--- config.mk ---
export PLATFORM = sky130hd
export DESIGN_NAME = spi_periph
export DESIGN_NICKNAME = d
export VERILOG_FILES = /design/src/rtl/spi_pkg.sv /design/src/rtl/spi_sckgen.sv /design/src/rtl/spi_shifter.sv /design/src/rtl/spi_slvsel.sv /design/src/rtl/spi_periph.sv
export SDC_FILE = /design/constraint.sdc
export NUM_CORES = 1
export LEC_CHECK = 0
export ABC_AREA = 1
export ABC_CLOCK_PERIOD_IN_PS = 1380
export CELL_PAD_IN_SITES_DETAIL_PLACEMENT = 0
export CELL_PAD_IN_SITES_GLOBAL_PLACEMENT = 2
export CORE_MARGIN = 1.5
export CORE_UTILIZATION = 34
export DETAILED_ROUTE_END_ITERATION = 6
export DONT_BUFFER_PORTS = 1
export PLACE_DENSITY_LB_ADDON = 0.1
export SLEW_MARGIN = 20
export SYNTH_ARGS = -nofsm -noshare
export SYNTH_HDL_FRONTEND = slang
export SYNTH_SLANG_ARGS = --single-unit
--- constraint.sdc ---
create_clock -name clk -period 1.38 [get_ports clk]
set_input_delay 0.069 -clock clk [delete_from_list [all_inputs] [get_ports clk]]
set_output_delay 0.069 -clock clk [all_outputs]
set_load 0.01 [all_outputs]
--- src/rtl/spi_pkg.sv ---
package spi_pkg;

    // register addresses on the CPU bus
    localparam logic ADDR_DATA = 1'b0;
    localparam logic ADDR_CTL  = 1'b1;

    // control fields, stored in status bit order (bit 6 down to bit 2)
    typedef struct packed {
        logic en;     // port enable
        logic mst;    // 1: master, 0: slave
        logic odis;   // release serial data output
        logic ssw;    // select taken from software bit
        logic ssi;    // software select level, 1 = deselected
    } ctl_t;

    // serial edge event fed to the shift engine
    typedef enum logic [1:0] {
        EV_NONE   = 2'd0,
        EV_SAMPLE = 2'd1,
        EV_SHIFT  = 2'd2
    } edge_ev_t;

    function automatic edge_ev_t edge_of(input logic was, input logic now);
        if (!was && now)      return EV_SAMPLE;
        else if (was && !now) return EV_SHIFT;
        else                  return EV_NONE;
    endfunction

endpackage

--- src/rtl/spi_sckgen.sv ---
module spi_sckgen
    import spi_pkg::*;
#(
    parameter int HALF = 2
) (
    input  logic     clk,
    input  logic     rst,
    input  logic     run,
    output logic     sck,
    output edge_ev_t ev
);
    localparam int HW = $clog2(HALF + 1);

    logic [HW-1:0] cnt_q;
    logic          sck_q;
    logic          tick;

    assign tick = run && (cnt_q == HW'(HALF - 1));
    assign sck  = sck_q;
    assign ev   = tick ? (sck_q ? EV_SHIFT : EV_SAMPLE) : EV_NONE;

    always_ff @(posedge clk) begin
        if (rst || !run) begin
            cnt_q <= '0;
            sck_q <= 1'b0;
        end else if (tick) begin
            cnt_q <= '0;
            sck_q <= ~sck_q;
        end else begin
            cnt_q <= cnt_q + 1'b1;
        end
    end

    // the master clock only moves while a transfer runs
    assert_sck_moves_on_run_R1: assert property (@(posedge clk) disable iff (rst)
        !$stable(sck_q) |-> $past(run));

endmodule

--- src/rtl/spi_shifter.sv ---
module spi_shifter
    import spi_pkg::*;
#(
    parameter int DW = 8
) (
    input  logic          clk,
    input  logic          rst,
    input  logic          abort,
    input  logic          load,
    input  logic [DW-1:0] load_val,
    input  edge_ev_t      ev,
    input  logic          sin,
    output logic          sout,
    output logic          done,
    output logic [DW-1:0] rx_word
);
    localparam int CW = $clog2(DW);

    logic [DW-1:0] sh_q;
    logic [CW-1:0] cnt_q;
    logic          cap_q;
    logic          shift_ok;
    logic          last_bit;

    assign shift_ok = (ev == EV_SHIFT) && !abort;
    assign last_bit = (cnt_q == CW'(DW - 1));
    assign done     = shift_ok && !load && last_bit;
    assign sout     = sh_q[DW-1];
    assign rx_word  = {sh_q[DW-2:0], cap_q};

    always_ff @(posedge clk) begin
        if (rst) begin
            sh_q  <= '0;
            cnt_q <= '0;
            cap_q <= 1'b0;
        end else begin
            if (load)
                sh_q <= load_val;
            else if (shift_ok)
                sh_q <= {sh_q[DW-2:0], cap_q};

            if (abort)
                cnt_q <= '0;
            else if (shift_ok)
                cnt_q <= last_bit ? '0 : cnt_q + 1'b1;

            if ((ev == EV_SAMPLE) && !abort)
                cap_q <= sin;
        end
    end

    // an aborted count restarts from the first bit
    assert_abort_restarts_R11: assert property (@(posedge clk) disable iff (rst)
        (abort && !load) |=> (cnt_q == '0));

endmodule

--- src/rtl/spi_slvsel.sv ---
module spi_slvsel
    import spi_pkg::*;
#(
    parameter int SYNC = 2
) (
    input  logic     clk,
    input  logic     rst,
    input  logic     ss_n_pin,
    input  logic     sck_pin,
    input  logic     mosi_pin,
    input  logic     ssw,
    input  logic     ssi,
    output logic     sel,
    output edge_ev_t ev,
    output logic     mosi_s
);
    logic [SYNC-1:0] ss_p, sck_p, mo_p;
    logic            sck_last;

    always_ff @(posedge clk) begin
        if (rst) begin
            ss_p     <= '1;
            sck_p    <= '0;
            mo_p     <= '0;
            sck_last <= 1'b0;
        end else begin
            ss_p     <= {ss_p[SYNC-2:0], ss_n_pin};
            sck_p    <= {sck_p[SYNC-2:0], sck_pin};
            mo_p     <= {mo_p[SYNC-2:0], mosi_pin};
            sck_last <= sck_p[SYNC-1];
        end
    end

    assign sel    = ssw ? ~ssi : ~ss_p[SYNC-1];
    assign mosi_s = mo_p[SYNC-1];
    assign ev     = sel ? edge_of(sck_last, sck_p[SYNC-1]) : EV_NONE;

endmodule

--- src/rtl/spi_periph.sv ---
module spi_periph
    import spi_pkg::*;
#(
    parameter int DW   = 8,
    parameter int HALF = 2,
    parameter int SYNC = 2
) (
    input  logic          clk,
    input  logic          rst,
    input  logic          bus_wr,
    input  logic          bus_rd,
    input  logic          bus_addr,
    input  logic [DW-1:0] bus_wdata,
    output logic [DW-1:0] bus_rdata,
    output logic          sck_o,
    output logic          sck_oe,
    input  logic          sck_i,
    output logic          mosi_o,
    output logic          mosi_oe,
    input  logic          mosi_i,
    output logic          miso_o,
    output logic          miso_oe,
    input  logic          miso_i,
    input  logic          ss_n_i
);
    localparam int CTLW = $bits(ctl_t);
    localparam int PADW = DW - 1 - CTLW;

    ctl_t          ctl_q;
    logic          flag_q, arm_q, busy_q;
    logic [DW-1:0] rx_buf;

    logic          wr_data, rd_data, rd_ctl, wr_ctl, acc_data;
    logic          wr_ok, start, load, abort, done;
    logic          slv_sel, slv_mosi, sout, sin;
    edge_ev_t      mst_ev, slv_ev, ev;
    logic [DW-1:0] rx_word;

    assign wr_data  = bus_wr && (bus_addr == ADDR_DATA);
    assign rd_data  = bus_rd && (bus_addr == ADDR_DATA);
    assign wr_ctl   = bus_wr && (bus_addr == ADDR_CTL);
    assign rd_ctl   = bus_rd && (bus_addr == ADDR_CTL);
    assign acc_data = wr_data || rd_data;

    assign wr_ok = wr_data && (!flag_q || arm_q);
    assign start = wr_ok && ctl_q.en && ctl_q.mst && !busy_q;
    assign load  = wr_ok && !(ctl_q.mst && busy_q);
    assign abort = !ctl_q.en || (!ctl_q.mst && !slv_sel);
    assign ev    = ctl_q.mst ? mst_ev : slv_ev;
    assign sin   = ctl_q.mst ? miso_i : slv_mosi;

    spi_sckgen #(.HALF(HALF)) u_sck (
        .clk (clk),
        .rst (rst),
        .run (busy_q && ctl_q.mst),
        .sck (sck_o),
        .ev  (mst_ev)
    );

    spi_slvsel #(.SYNC(SYNC)) u_sel (
        .clk      (clk),
        .rst      (rst),
        .ss_n_pin (ss_n_i),
        .sck_pin  (sck_i),
        .mosi_pin (mosi_i),
        .ssw      (ctl_q.ssw),
        .ssi      (ctl_q.ssi),
        .sel      (slv_sel),
        .ev       (slv_ev),
        .mosi_s   (slv_mosi)
    );

    spi_shifter #(.DW(DW)) u_sh (
        .clk      (clk),
        .rst      (rst),
        .abort    (abort),
        .load     (load),
        .load_val (bus_wdata),
        .ev       (ev),
        .sin      (sin),
        .sout     (sout),
        .done     (done),
        .rx_word  (rx_word)
    );

    always_ff @(posedge clk) begin
        if (rst) begin
            ctl_q  <= '0;
            flag_q <= 1'b0;
            arm_q  <= 1'b0;
            busy_q <= 1'b0;
            rx_buf <= '0;
        end else begin
            if (wr_ctl)
                ctl_q <= ctl_t'(bus_wdata[DW-2 -: CTLW]);

            if (done) begin
                flag_q <= 1'b1;
                arm_q  <= 1'b0;
                rx_buf <= rx_word;
            end else if (flag_q && arm_q && acc_data) begin
                flag_q <= 1'b0;
                arm_q  <= 1'b0;
            end else if (flag_q && rd_ctl) begin
                arm_q  <= 1'b1;
            end

            if (!ctl_q.en)
                busy_q <= 1'b0;
            else if (start)
                busy_q <= 1'b1;
            else if (done)
                busy_q <= 1'b0;
        end
    end

    assign bus_rdata = (bus_addr == ADDR_CTL) ? {flag_q, ctl_q, {PADW{1'b0}}} : rx_buf;

    assign sck_oe  = ctl_q.en && ctl_q.mst;
    assign mosi_o  = sout;
    assign mosi_oe = ctl_q.en && ctl_q.mst && !ctl_q.odis;
    assign miso_o  = sout;
    assign miso_oe = ctl_q.en && !ctl_q.mst && slv_sel && !ctl_q.odis;

    // a finished byte always raises the flag
    assert_done_sets_flag_R3: assert property (@(posedge clk) disable iff (rst)
        done |=> flag_q);

    // the receive buffer only changes on completion
    assert_rxbuf_holds_R4: assert property (@(posedge clk) disable iff (rst)
        !done |=> $stable(rx_buf));

    // an unarmed write while the flag is pending starts nothing
    assert_blocked_write_R5: assert property (@(posedge clk) disable iff (rst)
        (ctl_q.en && ctl_q.mst && !busy_q && flag_q && !arm_q && wr_data) |=> !busy_q);

    // the flag only drops after a status read armed it
    assert_flag_clear_armed_R6: assert property (@(posedge clk) disable iff (rst)
        $fell(flag_q) |-> $past(arm_q));

    // the two data outputs are never driven together
    assert_no_dual_drive_R8: assert property (@(posedge clk) disable iff (rst)
        !(mosi_oe && miso_oe));

    // a deselected slave never completes a byte
    assert_desel_quiet_R10: assert property (@(posedge clk) disable iff (rst)
        (ctl_q.en && !ctl_q.mst && !slv_sel) |-> !done);

endmodule

# Word level (Yosys, flattened, before mapping)
# Index checks and enable logic that the tools add are counted.
# totals
ff_bits,38
input_bits,17
output_inout_bits,14
word_cells,93
# op_classes
add_sub_neg,2
eq_ne,4
mux,16
n_bitwise,5
reduce_logical,48
# ops
cell,count
1-bit logical AND,26
8-bit 2-to-1 mux,3
2-bit 2-to-1 mux,6
1-bit logical NOT,11
1-bit 2-to-1 mux,6
2-bit nonzero test,3
2-bit OR reduction,3
1-bit inverter,5
"2-bit by 1-bit equality test with 1-bit output, second input constant",2
1-bit logical OR,4
"3-bit by 1-bit adder with 3-bit output, second input constant",1
"3-bit equality test, second input constant",1
3-bit 2-to-1 mux,1
3-bit OR reduction,1
"2-bit by 1-bit adder with 2-bit output, second input constant",1
"2-bit equality test, second input constant",1

# Depth between registers and ports, before layout
# logic_depth
depth_word,12
ltp_mapped,10
ltp_nobuf,10

# By module
# Synthesis repeated with hierarchy kept, for this count alone.
# unflattened
hier_cells,253
hier_area_um2,1834.3
# modules_own_cells
mod,instances,cells_per_inst,area_per_inst_um2,seq_area_each_um2
spi_periph,1,112,825.8,320.3
spi_shifter,1,94,653.1,240.2
spi_slvsel,1,29,227.7,140.1
spi_sckgen,1,18,127.6,60.1

# Worst setup path before layout
# No wires, ideal clock.
# synth_path
kind,register -> register
start,register u_sck.cnt_q[0]
end,register u_sh.cnt_q[1]
arrival_time_ns,1.143
t_required_ns,1.267
path_slack_ns,0.124
stages_incl_launch_ff,10
synth_period_minus_slack_ns,1.256
path_cell_list,dfxtp_1 -> ha_1 -> inv_1 -> nor2_4 -> nand2_2 -> nand2_4 -> nand2_4 -> buf_6 -> o21ai_2 -> nor2_1
# synth_via
elab_chain_cells,6
# synth_rtl
item,line_no,source
start: declaration,spi_sckgen.sv:14,logic [HW-1:0] cnt_q;
start signal: assignment,spi_sckgen.sv:30,cnt_q <= cnt_q + 1'b1;
2-bit by 1-bit equality test with 1-bit output,spi_sckgen.sv:18,assign tick = run && (cnt_q == HW'(HALF - 1));
1-bit logical AND,spi_sckgen.sv:18,
2-bit 2-to-1 mux,spi_sckgen.sv:20,assign ev = tick ? (sck_q ? EV_SHIFT : EV_SAMPLE) : EV_NONE;
2-bit 2-to-1 mux,spi_periph.sv:49,assign ev = ctl_q.mst ? mst_ev : slv_ev;
2-bit equality test,spi_shifter.sv:25,assign shift_ok = (ev == EV_SHIFT) && !abort;
1-bit logical AND,spi_shifter.sv:25,
end signal: assignment,spi_shifter.sv:45,cnt_q <= last_bit ? '0 : cnt_q + 1'b1;
end: declaration,spi_shifter.sv:20,logic [CW-1:0] cnt_q;
# No other way between the ends.
# A chain may end at the register's enable or synchronous reset.

# Worst setup path after layout
# layout_path
start,register ctl_q[3] (netlist bit)
end,register u_sh.sh_q[4]
# layout_via
elab_chain_cells,7
elab_cells_between_ends,14
# layout_rtl
item,line_no,source
start: declaration,spi_periph.sv:29,ctl_t ctl_q;
start signal: assignment,spi_periph.sv:95,ctl_q <= ctl_t'(bus_wdata[DW-2 -: CTLW]);
1-bit logical AND,"spi_periph.sv:47, spi_periph.sv:55",
1-bit logical AND,spi_sckgen.sv:18,
2-bit 2-to-1 mux,spi_sckgen.sv:20,
2-bit 2-to-1 mux,spi_periph.sv:49,
2-bit equality test,spi_shifter.sv:25,
1-bit logical AND,spi_shifter.sv:25,
2-bit nonzero test (no source line),-,
end signal: assignment,spi_shifter.sv:38,sh_q <= load_val;
end signal: assignment,spi_shifter.sv:40,"sh_q <= {sh_q[DW-2:0], cap_q};"
end: declaration,spi_shifter.sv:19,logic [DW-1:0] sh_q;
# Several ways; a longest one is shown, not always the timed one.

==> flow_summary_export.csv <==
group,metric,value,unit
status,outcome,"completed",
setup_path,worstRegToRegCells,10,
routing,ant_nets,0,
timing,post-route-period-util,0.995,
routing,detail_route.first_pass.iterations,4,
yosys,yosysSeqAreaShare,0.429,
worst_hold_path,hold_start,"bus_wdata[3]",
layout,drive_above_1_share,0.270,
place,dp.cells,323,
layout,fillers,547,
yosys,synth_area,1770,um^2
timing,fin_hold_ws,1.98,ps
worst_hold_path,whs_path_depth,2,
floorplan,start_util,0.350,
power_and_ir_drop,leakage,1.04,nW
place,placed_area,1930,um^2
floorplan,ios,31,
clock_tree,clock_sinks,38,
layout,layout_commonest_cell,"nand2_1",
clock_tree,clock-root-buffer,"clkbuf_8",
routing,drt_wl_total,4660,um
yosys,synthesis.instances,247,
yosys,synth.avg_cell_area,7.18,um^2
setup_path,cp-end-kind,"register",
layout,final_cell_mix,"65 x nand2_1, 33 x dfxtp_1, 22 x nor2_1, 20 x inv_1, 15 x nand3_1",
setup_path,path_buf_inv,3,
routing,wl_per_cell,13.5,um
worst_hold_path,holdCritPathClass,"input pin to register",
clock_tree,cts_buffers,5,
power_and_ir_drop,power,2.13,mW
timing,fin_skew,5.87,ps
run,cap_violations,0,
clock_tree,clkTransAtPathRegs,70,ps
timing,setup_viol,0,
layout,stdcell_count,344,
setup_path,cp.arrival,1520,ps
clock_tree,cts_tree,"done",
global_route,grt-ovfl-total,0,
yosys,yosysWarnings,0,
timing,layout_setup_ws,6.87,ps
worst_hold_path,whs_endpoint,"ctl_q[1]",
yosys,synth_fp_nets,267,
setup_path,cpPeakStageDelay,360,ps
timing,worst_pin_slew,637,ps
layout,syn_to_final_growth,33.3,%
layout,diodes,0,
yosys,ys_ff_latch,38,
clock_tree,clockBufferDepth,2,
timing,tns,0,ps
place,gp_congestion,0.753,
timing,relSlewSlack,0.574,
power_and_ir_drop,ir_worst_vdd,489,uV
floorplan,chipWidth,75.2,um
global_route,grt_use_total,0.182,
timing,final_hold_viol_count,0,
routing,drcViolationCount,0,
setup_path,crit_path_top_delay_cell,"dfxtp_4",
clock_tree,htreeDepth,2,
layout,fin_util,0.466,
clock_tree,clk_latency,290,ps
timing,slew_viol_final,0,
routing,vias,1615,
floorplan,die_h,75.2,um
setup_path,crit_top_cell,"nand2_1",
routing,first_iter_violations,64,
timing,max_clock_freq,0.728,GHz
timing,rsz0062_at_grt,"yes",
floorplan,core_area,5070,um^2
setup_path,start_kind,"register",
global_route,grt_pass1_vias,1508,
place,port_buffers,0,
setup_path,critPathKind,"register to register",
setup_path,crit_required,1530,ps
global_route,antenna_found_initial,0,
layout,final_cell_area,2360,um^2
floorplan,die-area,5660,um^2
power_and_ir_drop,p_per_area,902,nW/um^2
timing,min_period,1370,ps
global_route,grt_pass1_wl,7480,um
setup_path,cp_top_family,"simple AND/OR/NAND/NOR gates",
setup_path,reg2reg_from,"ctl_q[3]",
setup_path,crit_fanout,8,
floorplan,rows,26,
place,hpwl,3220,um
global_route,grt_max_degree,20,
setup_path,timing.reg2reg.setup_slack,7,ps
setup_path,path_cells,"buf_6 > inv_4 > nand2_1 > nor2_1 > nand2_1 > nand2_4 > nand2_8 > buf_12 > nand3_2 > a21oi_1",
routing,vias_per_cell,4.69,
layout,final_nets,293,
setup_path,reg2reg_to,"u_sh.sh_q[4]",
yosys,synth_cell_types,27,
place,pre_cts_ws,-75.8,ps
## what timing repair did
item,in CTS,in global routing
buffers inserted,0,1
setup endpoints to repair,15,24
hold buffers,11,0
resized for setup,8,48
endpoints found under the hold margin,22,0
pin swaps,4,8
cloned,1,0
## synth_stat cells
cell / count / area share
ha_1: 3 / 0.021
inv_1: 24 / 0.051
dfxtp_1: 38 / 0.43
o211ai_1: 1 / 0.0042
nor3_1: 2 / 0.0056
inv_2: 1 / 0.0021
o21ai_0: 16 / 0.045
nand4_2: 1 / 0.0071
nand2_1: 69 / 0.15
nand3_4: 1 / 0.0099
nor2_1: 23 / 0.049
buf_4: 1 / 0.0042
nor2_8: 1 / 0.011
buf_2: 4 / 0.011
nand3_1: 27 / 0.076
nand3_2: 1 / 0.0056
nand2_4: 3 / 0.019
buf_6: 2 / 0.013
clkbuf_1: 2 / 0.0042
nor2_4: 1 / 0.0063
or2_2: 2 / 0.0071
nand2_2: 3 / 0.011
buf_1: 1 / 0.0021
o21ai_2: 1 / 0.0049
clkinv_2: 1 / 0.0028
o31ai_1: 1 / 0.0042
a21oi_1: 17 / 0.048
## layout make-up
cell class | instances | area (um^2) | share of cell area
flip-flops and latches | 38 | 769 | 0.325
repair buffers | 28 | 269 | 0.114
clock inverters | 1 | 5.00 | 0.00212
clock buffers | 7 | 86.3 | 0.0365
inverters | 26 | 101 | 0.0429
well taps | 70 | 87.6 | 0.0370
multi-input cells | 174 | 1050 | 0.442
## per-layer routing
metal / share of wire / vias up / routed length, um / GRT usage
li1: - / 840 / - / -
met1: 0.51 / 743 / 2370 / 0.253
met2: 0.44 / 27 / 2030 / 0.275
met3: 0.041 / 5 / 190 / 0.0455
met4: 0.015 / 0 / 68 / 0.0595
met5: 0 / - / 0 / 0
## registers in the layout, indices dropped and copies added, names as in the netlist
signal	count
flag_q	1
u_sel.ss_p	2
u_sel.mo_p	2
rx_buf	8
arm_q	1
u_sh.sh_q	8
u_sck.cnt_q	2
busy_q	1
u_sel.sck_last	1
ctl_q	5
u_sel.sck_p	2
u_sh.cnt_q	3
u_sh.cap_q	1
u_sck.sck	1
## worst register-to-register path, delay by kind of cell (launching register included)
family / cells / cell delay [ps]
compound gates: 1 / 60
buf+inv: 3 / 320
flops: 1 / 360
simple gates: 6 / 520
## worst max-delay path by stage
stage	from	to	slack, ps	depth (start not counted)
after floorplan	u_sck.cnt_q[0]	u_sh.cnt_q[1]	120	9
after global placement	u_sck.cnt_q[0]	rx_buf[6]	-80	8
after detailed placement	u_sck.cnt_q[0]	rx_buf[7]	-80	8
after CTS	u_sck.cnt_q[1]	u_sh.sh_q[0]	0.2	10
after global routing	ctl_q[3]	rx_buf[2]	-100	10
final	ctl_q[3]	u_sh.sh_q[4]	7	10
## logic make-up (layout without fill, tap and decap cells)
kind of cell	Yosys count	count (layout)	synth area share
AND/OR/NAND/NOR	134	135	0.353
adder cells (fa/ha/maj)	3	3	0.0212
buffers and inverters	36	62	0.0903
AO/OA/AOI/OAI	36	36	0.106
flip-flops	38	38	0.429
## power breakdown
part           leakage [nW]  switching [mW]  internal (mW)
Combinational         0.682           0.121         0.0840
Sequential            0.311          0.0201           1.12
Clock                0.0482           0.385          0.403
Total                  1.04           0.526           1.61
Note: power is estimated with default switching activity, not from simulation.
